==> config.mk <==
export PLATFORM = sky130hd
export DESIGN_NAME = rs_frame_seq
export DESIGN_NICKNAME = d
export VERILOG_FILES = /design/src/rtl/rs_frame_seq_pkg.sv /design/src/rtl/rs_frame_seq_ctl.sv /design/src/rtl/rs_frame_seq_dp.sv /design/src/rtl/rs_frame_seq.sv
export SDC_FILE = /design/constraint.sdc
export NUM_CORES = 1
export LEC_CHECK = 0
export BUFFER_PORTS_ARGS = -buffer_cell sky130_fd_sc_hd__buf_2
export CAP_MARGIN = 20
export CORE_ASPECT_RATIO = 0.8
export CORE_MARGIN = 2
export CORE_UTILIZATION = 30
export DETAILED_ROUTE_END_ITERATION = 16
export HOLD_SLACK_MARGIN = 0.1
export PLACE_DENSITY = 0.51
export SYNTH_ARGS = -nofsm -noshare
export SYNTH_HDL_FRONTEND = slang
export SYNTH_HIERARCHICAL = 1
export SYNTH_SLANG_ARGS = --single-unit
==> constraint.sdc <==
create_clock -name clk -period 9.75 [get_ports clk]
set_clock_uncertainty 0.1 [all_clocks]
set_input_delay 1.95 -clock clk [delete_from_list [all_inputs] [get_ports clk]]
set_output_delay 1.95 -clock clk [all_outputs]
set_load 0.01 [all_outputs]
==> src/rtl/rs_frame_seq_pkg.sv <==
package rs_frame_seq_pkg;

  typedef enum logic [1:0] {
    MODE_PROG  = 2'd0,
    MODE_INTER = 2'd1,
    MODE_SUB   = 2'd2,
    MODE_ALT   = 2'd3
  } scanMode_t;

  typedef struct packed {
    logic rowStart;  // first enabled cycle of a row slot
    logic xferStb;   // transfer strobe of a readout row
    logic shiftOn;   // shift-out phase of a readout row
    logic frameEnd;  // last enabled cycle of the frame
  } ctlStb_t;

endpackage

==> src/rtl/rs_frame_seq_ctl.sv <==
module rs_frame_seq_ctl
  import rs_frame_seq_pkg::*;
#(
  parameter int ROP_CYCLES  = 780,
  parameter int XFER_CYCLES = 40,
  parameter int RDLY_W      = 11,
  parameter int SLOT_W      = 15,
  parameter int PH_W        = 12
) (
  input  logic              clk,
  input  logic              rst,
  input  logic              ce,
  input  logic [RDLY_W-1:0] rowDlyQ,
  input  logic [SLOT_W-1:0] slotTotal,
  input  logic [SLOT_W-1:0] nReadCur,
  output ctlStb_t           stb,
  output logic [SLOT_W-1:0] slotIdx,
  output logic              frameStart
);

  logic [PH_W-1:0]   pCnt;
  logic [SLOT_W-1:0] sCnt;
  logic [PH_W-1:0]   rowLast;
  logic [PH_W-1:0]   shiftFrom;
  logic              rowEnd;
  logic              lastSlot;
  logic              realRow;

  always_comb begin
    rowLast   = PH_W'(ROP_CYCLES - 1) + PH_W'(rowDlyQ);
    shiftFrom = PH_W'(rowDlyQ) + PH_W'(XFER_CYCLES);
    rowEnd    = (pCnt == rowLast);
    lastSlot  = ({1'b0, sCnt} + 1'b1) >= {1'b0, slotTotal};
    realRow   = sCnt < nReadCur;
    stb.rowStart = ce && (pCnt == '0);
    stb.xferStb  = ce && realRow && (pCnt == PH_W'(rowDlyQ));
    stb.shiftOn  = realRow && (pCnt >= shiftFrom);
    stb.frameEnd = ce && rowEnd && lastSlot;
    frameStart   = ce && (pCnt == '0) && (sCnt == '0);
  end

  always_ff @(posedge clk) begin
    if (rst) begin
      pCnt <= '0;
      sCnt <= '0;
    end else if (ce) begin
      if (rowEnd) begin
        pCnt <= '0;
        sCnt <= lastSlot ? '0 : sCnt + 1'b1;
      end else begin
        pCnt <= pCnt + 1'b1;
      end
    end
  end

  assign slotIdx = sCnt;

  // strobes only on enabled cycles
  p_ce_gate_r1: assert property (@(posedge clk) disable iff (rst)
    !ce |-> (!stb.xferStb && !stb.rowStart && !frameStart));

  // transfer and shift-out never overlap
  p_xfer_excl_r2: assert property (@(posedge clk) disable iff (rst)
    stb.xferStb |-> !stb.shiftOn);

  // a frame end lands on slot zero with no shift-out
  p_frame_wrap_r4: assert property (@(posedge clk) disable iff (rst)
    stb.frameEnd |=> (slotIdx == '0 && !stb.shiftOn));

endmodule

==> src/rtl/rs_frame_seq_dp.sv <==
module rs_frame_seq_dp
  import rs_frame_seq_pkg::*;
#(
  parameter int ROW_W   = 10,
  parameter int RDLY_W  = 11,
  parameter int FDLY_W  = 13,
  parameter int ITIME_W = 14,
  parameter int SLOT_W  = 15
) (
  input  logic               clk,
  input  logic               rst,
  input  logic [ROW_W-1:0]   winStart,
  input  logic [ROW_W-1:0]   winEnd,
  input  logic [RDLY_W-1:0]  rowDly,
  input  logic [FDLY_W-1:0]  frmDly,
  input  logic [ITIME_W-1:0] intRows,
  input  logic [1:0]         scanMode,
  input  ctlStb_t            stb,
  input  logic [SLOT_W-1:0]  slotIdx,
  output logic [RDLY_W-1:0]  rowDlyQ,
  output logic [SLOT_W-1:0]  slotTotal,
  output logic [SLOT_W-1:0]  nReadCur,
  output logic [ROW_W-1:0]   readRow,
  output logic [ROW_W-1:0]   rstRow,
  output logic               rstValid,
  output logic               cfgErr
);

  localparam int N_W   = ROW_W + 1;
  localparam int CMP_W = (ITIME_W > SLOT_W) ? ITIME_W : SLOT_W;

  // live settings
  logic [CMP_W-1:0] nLive, limLive, itEff, leadLive;
  logic             overLive;
  scanMode_t        modeLive;

  // captured settings
  logic [ROW_W-1:0]  startQ;
  logic [N_W-1:0]    nQ;
  logic [FDLY_W-1:0] frmDlyQ;
  logic [SLOT_W-1:0] leadQ;
  scanMode_t         modeQ;
  logic              overQ;
  logic              field;

  logic              nextFld;
  logic [SLOT_W-1:0] nReadNext;
  logic [SLOT_W:0]   sumW;
  logic              wrap;
  logic [SLOT_W-1:0] tgtSlot;

  function automatic logic [SLOT_W-1:0] readsIn(input logic [N_W-1:0] n,
                                                input scanMode_t m, input logic fld);
    logic [SLOT_W-1:0] nw;
    nw = SLOT_W'(n);
    case (m)
      MODE_INTER: return fld ? (nw >> 1) : ((nw + 1'b1) >> 1);
      MODE_SUB:   return (nw + 1'b1) >> 1;
      default:    return nw;
    endcase
  endfunction

  function automatic logic [ROW_W-1:0] rowOf(input logic [ROW_W-1:0] base,
                                             input logic [SLOT_W-1:0] k,
                                             input scanMode_t m, input logic fld);
    logic [SLOT_W-1:0] off;
    case (m)
      MODE_INTER: off = (k << 1) + SLOT_W'(fld);
      MODE_SUB:   off = k << 1;
      default:    off = k;
    endcase
    return base + ROW_W'(off);
  endfunction

  always_comb begin
    modeLive = scanMode_t'(scanMode);
    nLive    = CMP_W'(winEnd) - CMP_W'(winStart) + CMP_W'(1);
    case (modeLive)
      MODE_INTER: limLive = nLive + (CMP_W'(frmDly) << 1);
      MODE_SUB:   limLive = nLive + CMP_W'(frmDly >> 1);
      default:    limLive = nLive + CMP_W'(frmDly);
    endcase
    overLive = CMP_W'(intRows) > limLive;
    itEff    = overLive ? limLive : CMP_W'(intRows);
    leadLive = (modeLive == MODE_INTER || modeLive == MODE_SUB) ? (itEff >> 1) : itEff;
  end

  always_ff @(posedge clk) begin
    if (rst || stb.frameEnd) begin
      startQ  <= winStart;
      nQ      <= N_W'(nLive);
      rowDlyQ <= rowDly;
      frmDlyQ <= frmDly;
      leadQ   <= SLOT_W'(leadLive);
      modeQ   <= modeLive;
      overQ   <= overLive;
    end
  end

  always_ff @(posedge clk) begin
    if (rst) field <= 1'b0;
    else if (stb.frameEnd) field <= (modeQ == MODE_INTER) ? ~field : 1'b0;
  end

  always_ff @(posedge clk) begin
    cfgErr <= !rst && (cfgErr || overQ);
  end

  always_comb begin
    nextFld   = (modeQ == MODE_INTER) ? ~field : 1'b0;
    nReadCur  = readsIn(nQ, modeQ, field);
    nReadNext = readsIn(nQ, modeQ, nextFld);
    slotTotal = nReadCur + SLOT_W'(frmDlyQ);
    readRow   = rowOf(startQ, slotIdx, modeQ, field);
    sumW      = {1'b0, slotIdx} + {1'b0, leadQ};
    wrap      = sumW >= {1'b0, slotTotal};
    tgtSlot   = wrap ? SLOT_W'(sumW - {1'b0, slotTotal}) : SLOT_W'(sumW);
    rstValid  = tgtSlot < (wrap ? nReadNext : nReadCur);
    rstRow    = rowOf(startQ, tgtSlot, modeQ, wrap ? nextFld : field);
  end

  // error flag is sticky until reset
  p_err_sticky_r10: assert property (@(posedge clk) disable iff (rst)
    cfgErr |=> cfgErr);

  // clamped lead never reaches beyond one frame of slots
  p_lead_clamp_r9: assert property (@(posedge clk) disable iff (rst)
    leadQ <= slotTotal);

  // rows read out stay inside the captured window
  p_read_window_r3: assert property (@(posedge clk) disable iff (rst)
    (stb.shiftOn || stb.xferStb) |-> ({1'b0, ROW_W'(readRow - startQ)} < nQ));

  // reset targets stay inside the captured window
  p_rst_window_r8: assert property (@(posedge clk) disable iff (rst)
    (stb.rowStart && rstValid) |-> ({1'b0, ROW_W'(rstRow - startQ)} < nQ));

endmodule

==> src/rtl/rs_frame_seq.sv <==
module rs_frame_seq
  import rs_frame_seq_pkg::*;
#(
  parameter int ROW_W       = 10,
  parameter int RDLY_W      = 11,
  parameter int FDLY_W      = 13,
  parameter int ITIME_W     = 14,
  parameter int ROP_CYCLES  = 780,
  parameter int XFER_CYCLES = 40
) (
  input  logic               clk,
  input  logic               rst,
  input  logic               ce,
  input  logic [ROW_W-1:0]   winStart,
  input  logic [ROW_W-1:0]   winEnd,
  input  logic [RDLY_W-1:0]  rowDly,
  input  logic [FDLY_W-1:0]  frmDly,
  input  logic [ITIME_W-1:0] intRows,
  input  logic [1:0]         scanMode,
  output logic [ROW_W-1:0]   readRow,
  output logic [ROW_W-1:0]   resetRow,
  output logic               xferStb,
  output logic               lineValid,
  output logic               rowRstStb,
  output logic               frameStart,
  output logic               cfgErr
);

  localparam int N_W    = ROW_W + 1;
  localparam int SLOT_W = ((N_W > FDLY_W) ? N_W : FDLY_W) + 2;
  localparam int PH_W   = $clog2(ROP_CYCLES + (1 << RDLY_W));

  ctlStb_t           stb;
  logic [SLOT_W-1:0] slotIdx, slotTotal, nReadCur;
  logic [RDLY_W-1:0] rowDlyQ;
  logic              rstValid;

  rs_frame_seq_ctl #(
    .ROP_CYCLES(ROP_CYCLES), .XFER_CYCLES(XFER_CYCLES),
    .RDLY_W(RDLY_W), .SLOT_W(SLOT_W), .PH_W(PH_W)
  ) u_ctl (
    .clk(clk), .rst(rst), .ce(ce), .rowDlyQ(rowDlyQ),
    .slotTotal(slotTotal), .nReadCur(nReadCur),
    .stb(stb), .slotIdx(slotIdx), .frameStart(frameStart)
  );

  rs_frame_seq_dp #(
    .ROW_W(ROW_W), .RDLY_W(RDLY_W), .FDLY_W(FDLY_W),
    .ITIME_W(ITIME_W), .SLOT_W(SLOT_W)
  ) u_dp (
    .clk(clk), .rst(rst), .winStart(winStart), .winEnd(winEnd),
    .rowDly(rowDly), .frmDly(frmDly), .intRows(intRows), .scanMode(scanMode),
    .stb(stb), .slotIdx(slotIdx), .rowDlyQ(rowDlyQ), .slotTotal(slotTotal),
    .nReadCur(nReadCur), .readRow(readRow), .rstRow(resetRow),
    .rstValid(rstValid), .cfgErr(cfgErr)
  );

  assign xferStb   = stb.xferStb;
  assign lineValid = stb.shiftOn;
  assign rowRstStb = stb.rowStart && rstValid;

  // reset strobe is issued only on the opening cycle of a slot
  p_rst_on_row_start_r8: assert property (@(posedge clk) disable iff (rst)
    rowRstStb |-> !lineValid);

endmodule

# After elaboration in Yosys (flattened, before gate mapping)
# Index checks and enable logic that the tools add are counted.
# totals
reg_bits,92
input_bits,63
output_inout_bits,25
wordCells,74
# op_classes
addsub,18
magnitude_cmp,6
eq_ne,6
mux,15
bitwise,1
n_reduce_logical,16
# op_table
operator,count
$pmux 15 s2,3
$mux 15,4
$mux 14,3
$pmux 10 s2,2
$ge 16x15->1,2
$add 15x1->15 const B,2
$add 15x13->15,2
$lt 15x15->1,2
$add 10x1->10,2
$add 10x10->10,2
$add 15x1->16 const B,1
$add 15x15->16,1
$add 15x12->15,1
$add 15x14->15,1
$gt 14x15->1,1
$logic_not 15->1,1
$sub 15x15->15,1
$add 10x11->12 const A,1
$add 11x1->12 const B,1
$add 11x6->12 const B,1
$add 12x1->12 const B,1
$eq 12x11->1,1
$eq 12x12->1,1
$ge 12x12->1,1
11 further kinds,24

# Logic depth before layout (Yosys ltp)
# depth
depth_word,9
mapped_depth,39
ltp_nobuf,37

# Modules after synthesis
# Netlist, hierarchy kept.
# by_module_without_submodules
mod,n_inst,cells_each,area_per_inst_um2,seq_area_each_um2
rs_frame_seq_dp,1,1122,9457.8,1931.9
rs_frame_seq_ctl,1,419,3284.4,540.5
rs_frame_seq,1,1,6.3,0.0

# Least setup slack after synthesis
# Ideal clock, no wire load.
# synth_timing
path_type,register -> output
start,register u_dp.modeQ[1]
end,output resetRow[9]
t_arrival_ns,7.566
required_ns,7.700
setup_slack_ns,0.134
stages_incl_launch_ff,35
n_path_buf,4
path_cell_list,edfxtp_1 > ha_1 > clkbuf_1 > clkbuf_1 > buf_1 > a21oi_1 > fa_1 > a21o_1 > a21oi_1 > o21bai_1 > a21oi_1 > o21bai_1 > a21oi_1 > o21ai_0 > or2_2 > xnor2_1 > ha_1 > a21o_1 > a2111o_1 > a21oi_1 > nor3_1 > nor3_2 > clkbuf_1 > mux2i_1 > mux2i_1 > ha_1 > a21o_1 > a21oi_1 > o21bai_1 > a21oi_1 > o21bai_1 > a21oi_1 > mux2i_1 > o2111ai_1 > xnor2_1
# synth_via
elab_chain_len,8
word_cells_on_any_way,12
classes_between,4 x add/sub; 1 x order compare; 2 x eq/ne; 5 x mux
# synth_rtl
element,line,text
start: declaration,rs_frame_seq_dp.sv:42,scanMode_t modeQ;
start signal: assignment,rs_frame_seq_dp.sv:95,modeQ <= modeLive;
$eq 2x2->1 / $eq 2x1->1 (equally long branches),rs_frame_seq_dp.sv:56,case (m)
$pmux 15 s2 (*),rs_frame_seq_dp.sv:56,
via nReadCur[1],rs_frame_seq.sv:34,"logic [SLOT_W-1:0] slotIdx, slotTotal, nReadCur;"
$add 15x13->15 (*),rs_frame_seq_dp.sv:113,slotTotal = nReadCur + SLOT_W'(frmDlyQ);
$sub 15x15->15 / $ge 16x15->1 (equally long branches),"rs_frame_seq_dp.sv:117, rs_frame_seq_dp.sv:116",
$mux 15 / $mux 1 (equally long branches),"rs_frame_seq_dp.sv:117, rs_frame_seq_dp.sv:119",
$add 10x1->10,rs_frame_seq_dp.sv:68,MODE_INTER: off = (k << 1) + SLOT_W'(fld);
$pmux 10 s2 (*),rs_frame_seq_dp.sv:67,case (m)
$add 10x10->10 (*),rs_frame_seq_dp.sv:72,return base + ROW_W'(off);
end: declaration,rs_frame_seq.sv:21,"output logic [ROW_W-1:0] resetRow,"
# The timed path passes the listed nets; every way through them passes the cells marked *.

# Final worst setup path
# layout_timing
start,register u_dp.nQ[0]
end,output resetRow[9]
# layout_via
elab_chain_len,9
word_cells_on_any_way,11
classes_between,5 x add/sub; 1 x order compare; 5 x mux
# layout_rtl
element,line,text
start: declaration,rs_frame_seq_dp.sv:39,logic [N_W-1:0] nQ;
start signal: assignment,rs_frame_seq_dp.sv:91,nQ <= N_W'(nLive);
$add 11x1->12 (*),"rs_frame_seq_dp.sv:57, rs_frame_seq_dp.sv:58",
$mux 14,rs_frame_seq_dp.sv:57,MODE_INTER: return fld ? (nw >> 1) : ((nw + 1'b1) >> 1);
$pmux 15 s2 (*),rs_frame_seq_dp.sv:56,
via nReadCur[1],rs_frame_seq.sv:34,
$add 15x13->15 (*),rs_frame_seq_dp.sv:113,
$sub 15x15->15 / $ge 16x15->1 (equally long branches),"rs_frame_seq_dp.sv:117, rs_frame_seq_dp.sv:116",
$mux 15 / $mux 1 (equally long branches),"rs_frame_seq_dp.sv:117, rs_frame_seq_dp.sv:119",
$add 10x1->10,rs_frame_seq_dp.sv:68,
$pmux 10 s2 (*),rs_frame_seq_dp.sv:67,
$add 10x10->10 (*),rs_frame_seq_dp.sv:72,
# Marks and branches as above.

==> metrics.md <==
| Metric | Value |
|---|---|
| EDFF count, synth | 63 |
| Root Buffer | clkbuf_16 |
| DR vias/cell | 5.47 |
| Layout Nets | 1922 |
| Vias in the first global route | 11417 |
| H-tree depth | 3 |
| Clk pin slew, worst setup/hold paths | 70 ps |
| Longest Clk Path Bufs | 2 |
| Final ANT Viol Nets | 0 |
| Die width | 234 um |
| First-pass GRT wire length | 66.9 mm |
| Worst-Margin Slew | 1060 ps |
| Max Slew Vio Count | 0 |
| Leak pwr | 6.50 nW |
| HPWL after DPL | 35.2 mm |
| Fmax achieved | 106 MHz |
| Crit path time final | 9410 ps |
| Crit path largest cell delay | 430 ps |
| Routability Congestion | 0.946 |
| Die area | 44200 sq um |
| Worst Path Buf+Inv | 4 |
| I/O pins | 88 |
| First DRT Iteration DRCs | 1061 |
| Max-Cap Viols | 0 |
| Post-route setup slack | 341 ps |
| Power, Total | 2.76 mW |
| Status | finished clean |
| Worst slack at placement | 41.1 ps |
| FF-to-FF setup slack | 2710 ps |
| Crit path kind | reg -> out |
| Reg2Reg Launch Point | u_dp/nQ[0]$_DFFE_PP_ |
| Synth top area share | 17.9% |
| Worst Hold Depth | 2 |
| Clk_lat worst skew | 370 ps |
| Number of vias in the routed layout | 12179 |
| Post-synth ARST share | 0% |
| Avg WL per Cell | 19.4 um |
| Final std cells w/o fill | 2225 |
| Hold buffers post-CTS | 0 |
| Syn Inst Count | 1542 |
| Filler Cell Count | 4424 |
| Synth unique cells | 86 |
| Die Y | 188 um |
| Area occupied by registers | 2470 sq um |
| Largest net degree at the start of global routing | 35 |
| Arr. time, crit path | 7360 ps |
| Period Utilization, post-route | 96.5% |
| Global route overflow | 0 |
| IO buf count | 87 |
| Crit path max-delay family | compound AO/OA/AOI/OAI gates |
| Pre-Repair DR Iteration Count | 5 |
| Hold worst-path end | u_dp/cfgErr$_DFF_P_ |
| Flops & latches, synth | 92 |
| PwrDens | 188 nW/um^2 |
| Clock buffer count from CTS | 9 |
| Tot GR Track Use | 19.5% |
| Critical Path Fanout Max | 6 |
| Area leader, netlist | ha_1 |
| CTS tree | built |
| CP Launch Point | u_dp/nQ[0]$_DFFE_PP_ |
| Worst Setup End Kind | primary output |
| Initial core utilization | 30.4% |
| Sequential share of the synthesized area | 19.4% |
| Final setup violation count | 0 |
| Inst Count DP | 2184 |
| Fin Hold WS | 377 ps |
| Final-report hold violation count | 0 |
| Drt drc | 0 |
| Core area | 41900 sq um |
| Relative slew slack | 29.3% |
| Initial antenna violation count | 1 |
| Synth Area per Inst | 8.27 sq um |
| Final WL | 43.2 mm |
| VDD IR max | 0.000104 V |
| Layout cells sized above 1 | 15.1% |
| Multi-input gate area | 9710 sq um |
| Cell area after synthesis | 12700 sq um |
| Unrepaired setup endpoints after global routing | yes |
| Min-delay src | u_dp/cfgErr$_DFF_P_ |
| Type of the worst min-delay path | reg -> reg |
| Layout area overhead | 15.5% |
| Synth top area cells | ha_1, edfxtp_1, xnor2_1 |
| CP required | 7700 ps |
| FF-to-FF path depth | 26 |
| # rows | 67 |
| CTS Sinks | 92 |
| Most frequent cells in the layout | ha_1, inv_1, a21oi_1 |
| Synth warnings | 6 |
| Leading cell type in the layout, fill and taps excluded | ha_1 |
| R2R Path End | u_dp/startQ[1]$_DFFE_PP_ |
| Worst Setup Start Kind | flop |
| Post-layout util | 35.1% |
| Post-synth top flop | edfxtp_1 |
| Slowest stage cell, crit path | edfxtp_1 |
| # diodes | 0 |
| CP dominant cell by count | a21oi_2 |
## cell usage after synthesis (all sizes together), types with 36 or more instances
library cell / instances
o21ai: 82
a21o: 44
edfxtp: 63
nor2: 97
mux2i: 36
nand2: 94
inv: 125
clkbuf: 40
a21oi: 119
nor3: 46
ha: 182
xor2: 48
xnor2: 83
## worst max-delay path by stage
stage,end,depth (start not counted),slack (ps)
floorplan,resetRow[9],34,130
global placement,resetRow[9],35,100
detailed placement,rowRstStb,36,40
CTS,resetRow[9],36,2
global route,resetRow[9],37,-110
finish,resetRow[9],36,340
## through the flow
step                cell area [sq um]  TNS, ps
floorplan                       12800        0
global placement                14100        0
detailed placement              14100        0
CTS                             14400        0
global route                    14700     -181
finish                          14700        0
## state kept, by name (all words and copies together), names as in the netlist
signal         flops
u_ctl/pCnt        12
u_dp/leadQ        15
u_dp/rowDlyQ      11
u_dp/modeQ         2
u_dp/cfgErr        1
u_dp/startQ       10
u_dp/frmDlyQ      13
u_ctl/slotIdx     15
u_dp/field         1
u_dp/nQ           11
u_dp/overQ         1
## what timing repair did
item	CTS	global route
cloned	0	0
pin swaps	3	15
hold endpoints to repair	0	0
gates resized for setup	12	46
buffers inserted	5	21
setup endpoints to repair	4	6
## worst reg2reg max path, stage by stage, from the launching register on
cell and delay (ps):
edfxtp_1 430, ha_4 200, and2_1 180, a221oi_2 280, nor2_2 80, a21oi_2 150
ha_1 250, a21o_1 190, a21oi_2 170, o21bai_1 90, a21oi_2 160, nor2b_1 60
o21a_1 180, o31a_1 280, o41ai_2 220, buf_4 190, xnor2_1 110, inv_1 60
ha_1 290, and4_1 210, a221oi_1 80, o21ai_0 220, nor2_1 80, buf_4 200
nor3_1 810, or2_2 860, buf_4 540
## cell type report
cell class	count	share of cell area, %
Multi-Input combinational cell	1266	65.9
Sequential cell	92	16.8
Timing Repair Buffer	172	7.43
Tap cell	552	4.69
Inverter	127	3.24
Clock buffer	9	1.53
Clock inverter	7	0.399
## power breakdown
| part | switching, mW | internal [mW] |
|---|---|---|
| logic | 1.08 | 0.840 |
| clock network | 0.170 | 0.177 |
| registers | 0.0363 | 0.459 |
| total | 1.29 | 1.48 |
## cell families after synthesis
group / Yosys count / share of synthesized area, %
AOI/OAI and AO/OA: 466 / 25.3
and+or+nand+nor: 427 / 17.3
adders and majority gates: 191 / 19.3
buffers and inverters: 189 / 6.05
xor gates and xnor gates: 131 / 9.00
DFF: 92 / 19.4
muxes: 45 / 3.65
other: 1 / 0.0294
## layer usage
metal	GRT usage [%]	part of all wire, %	vias up
li1	-	-	6000
met1	30.6	52	5830
met2	28.3	41	323
met3	2.56	5.6	24
met4	3.34	1.1	2
met5	0	0.037	-
No activity file was read; power rests on OpenSTA's default activity.
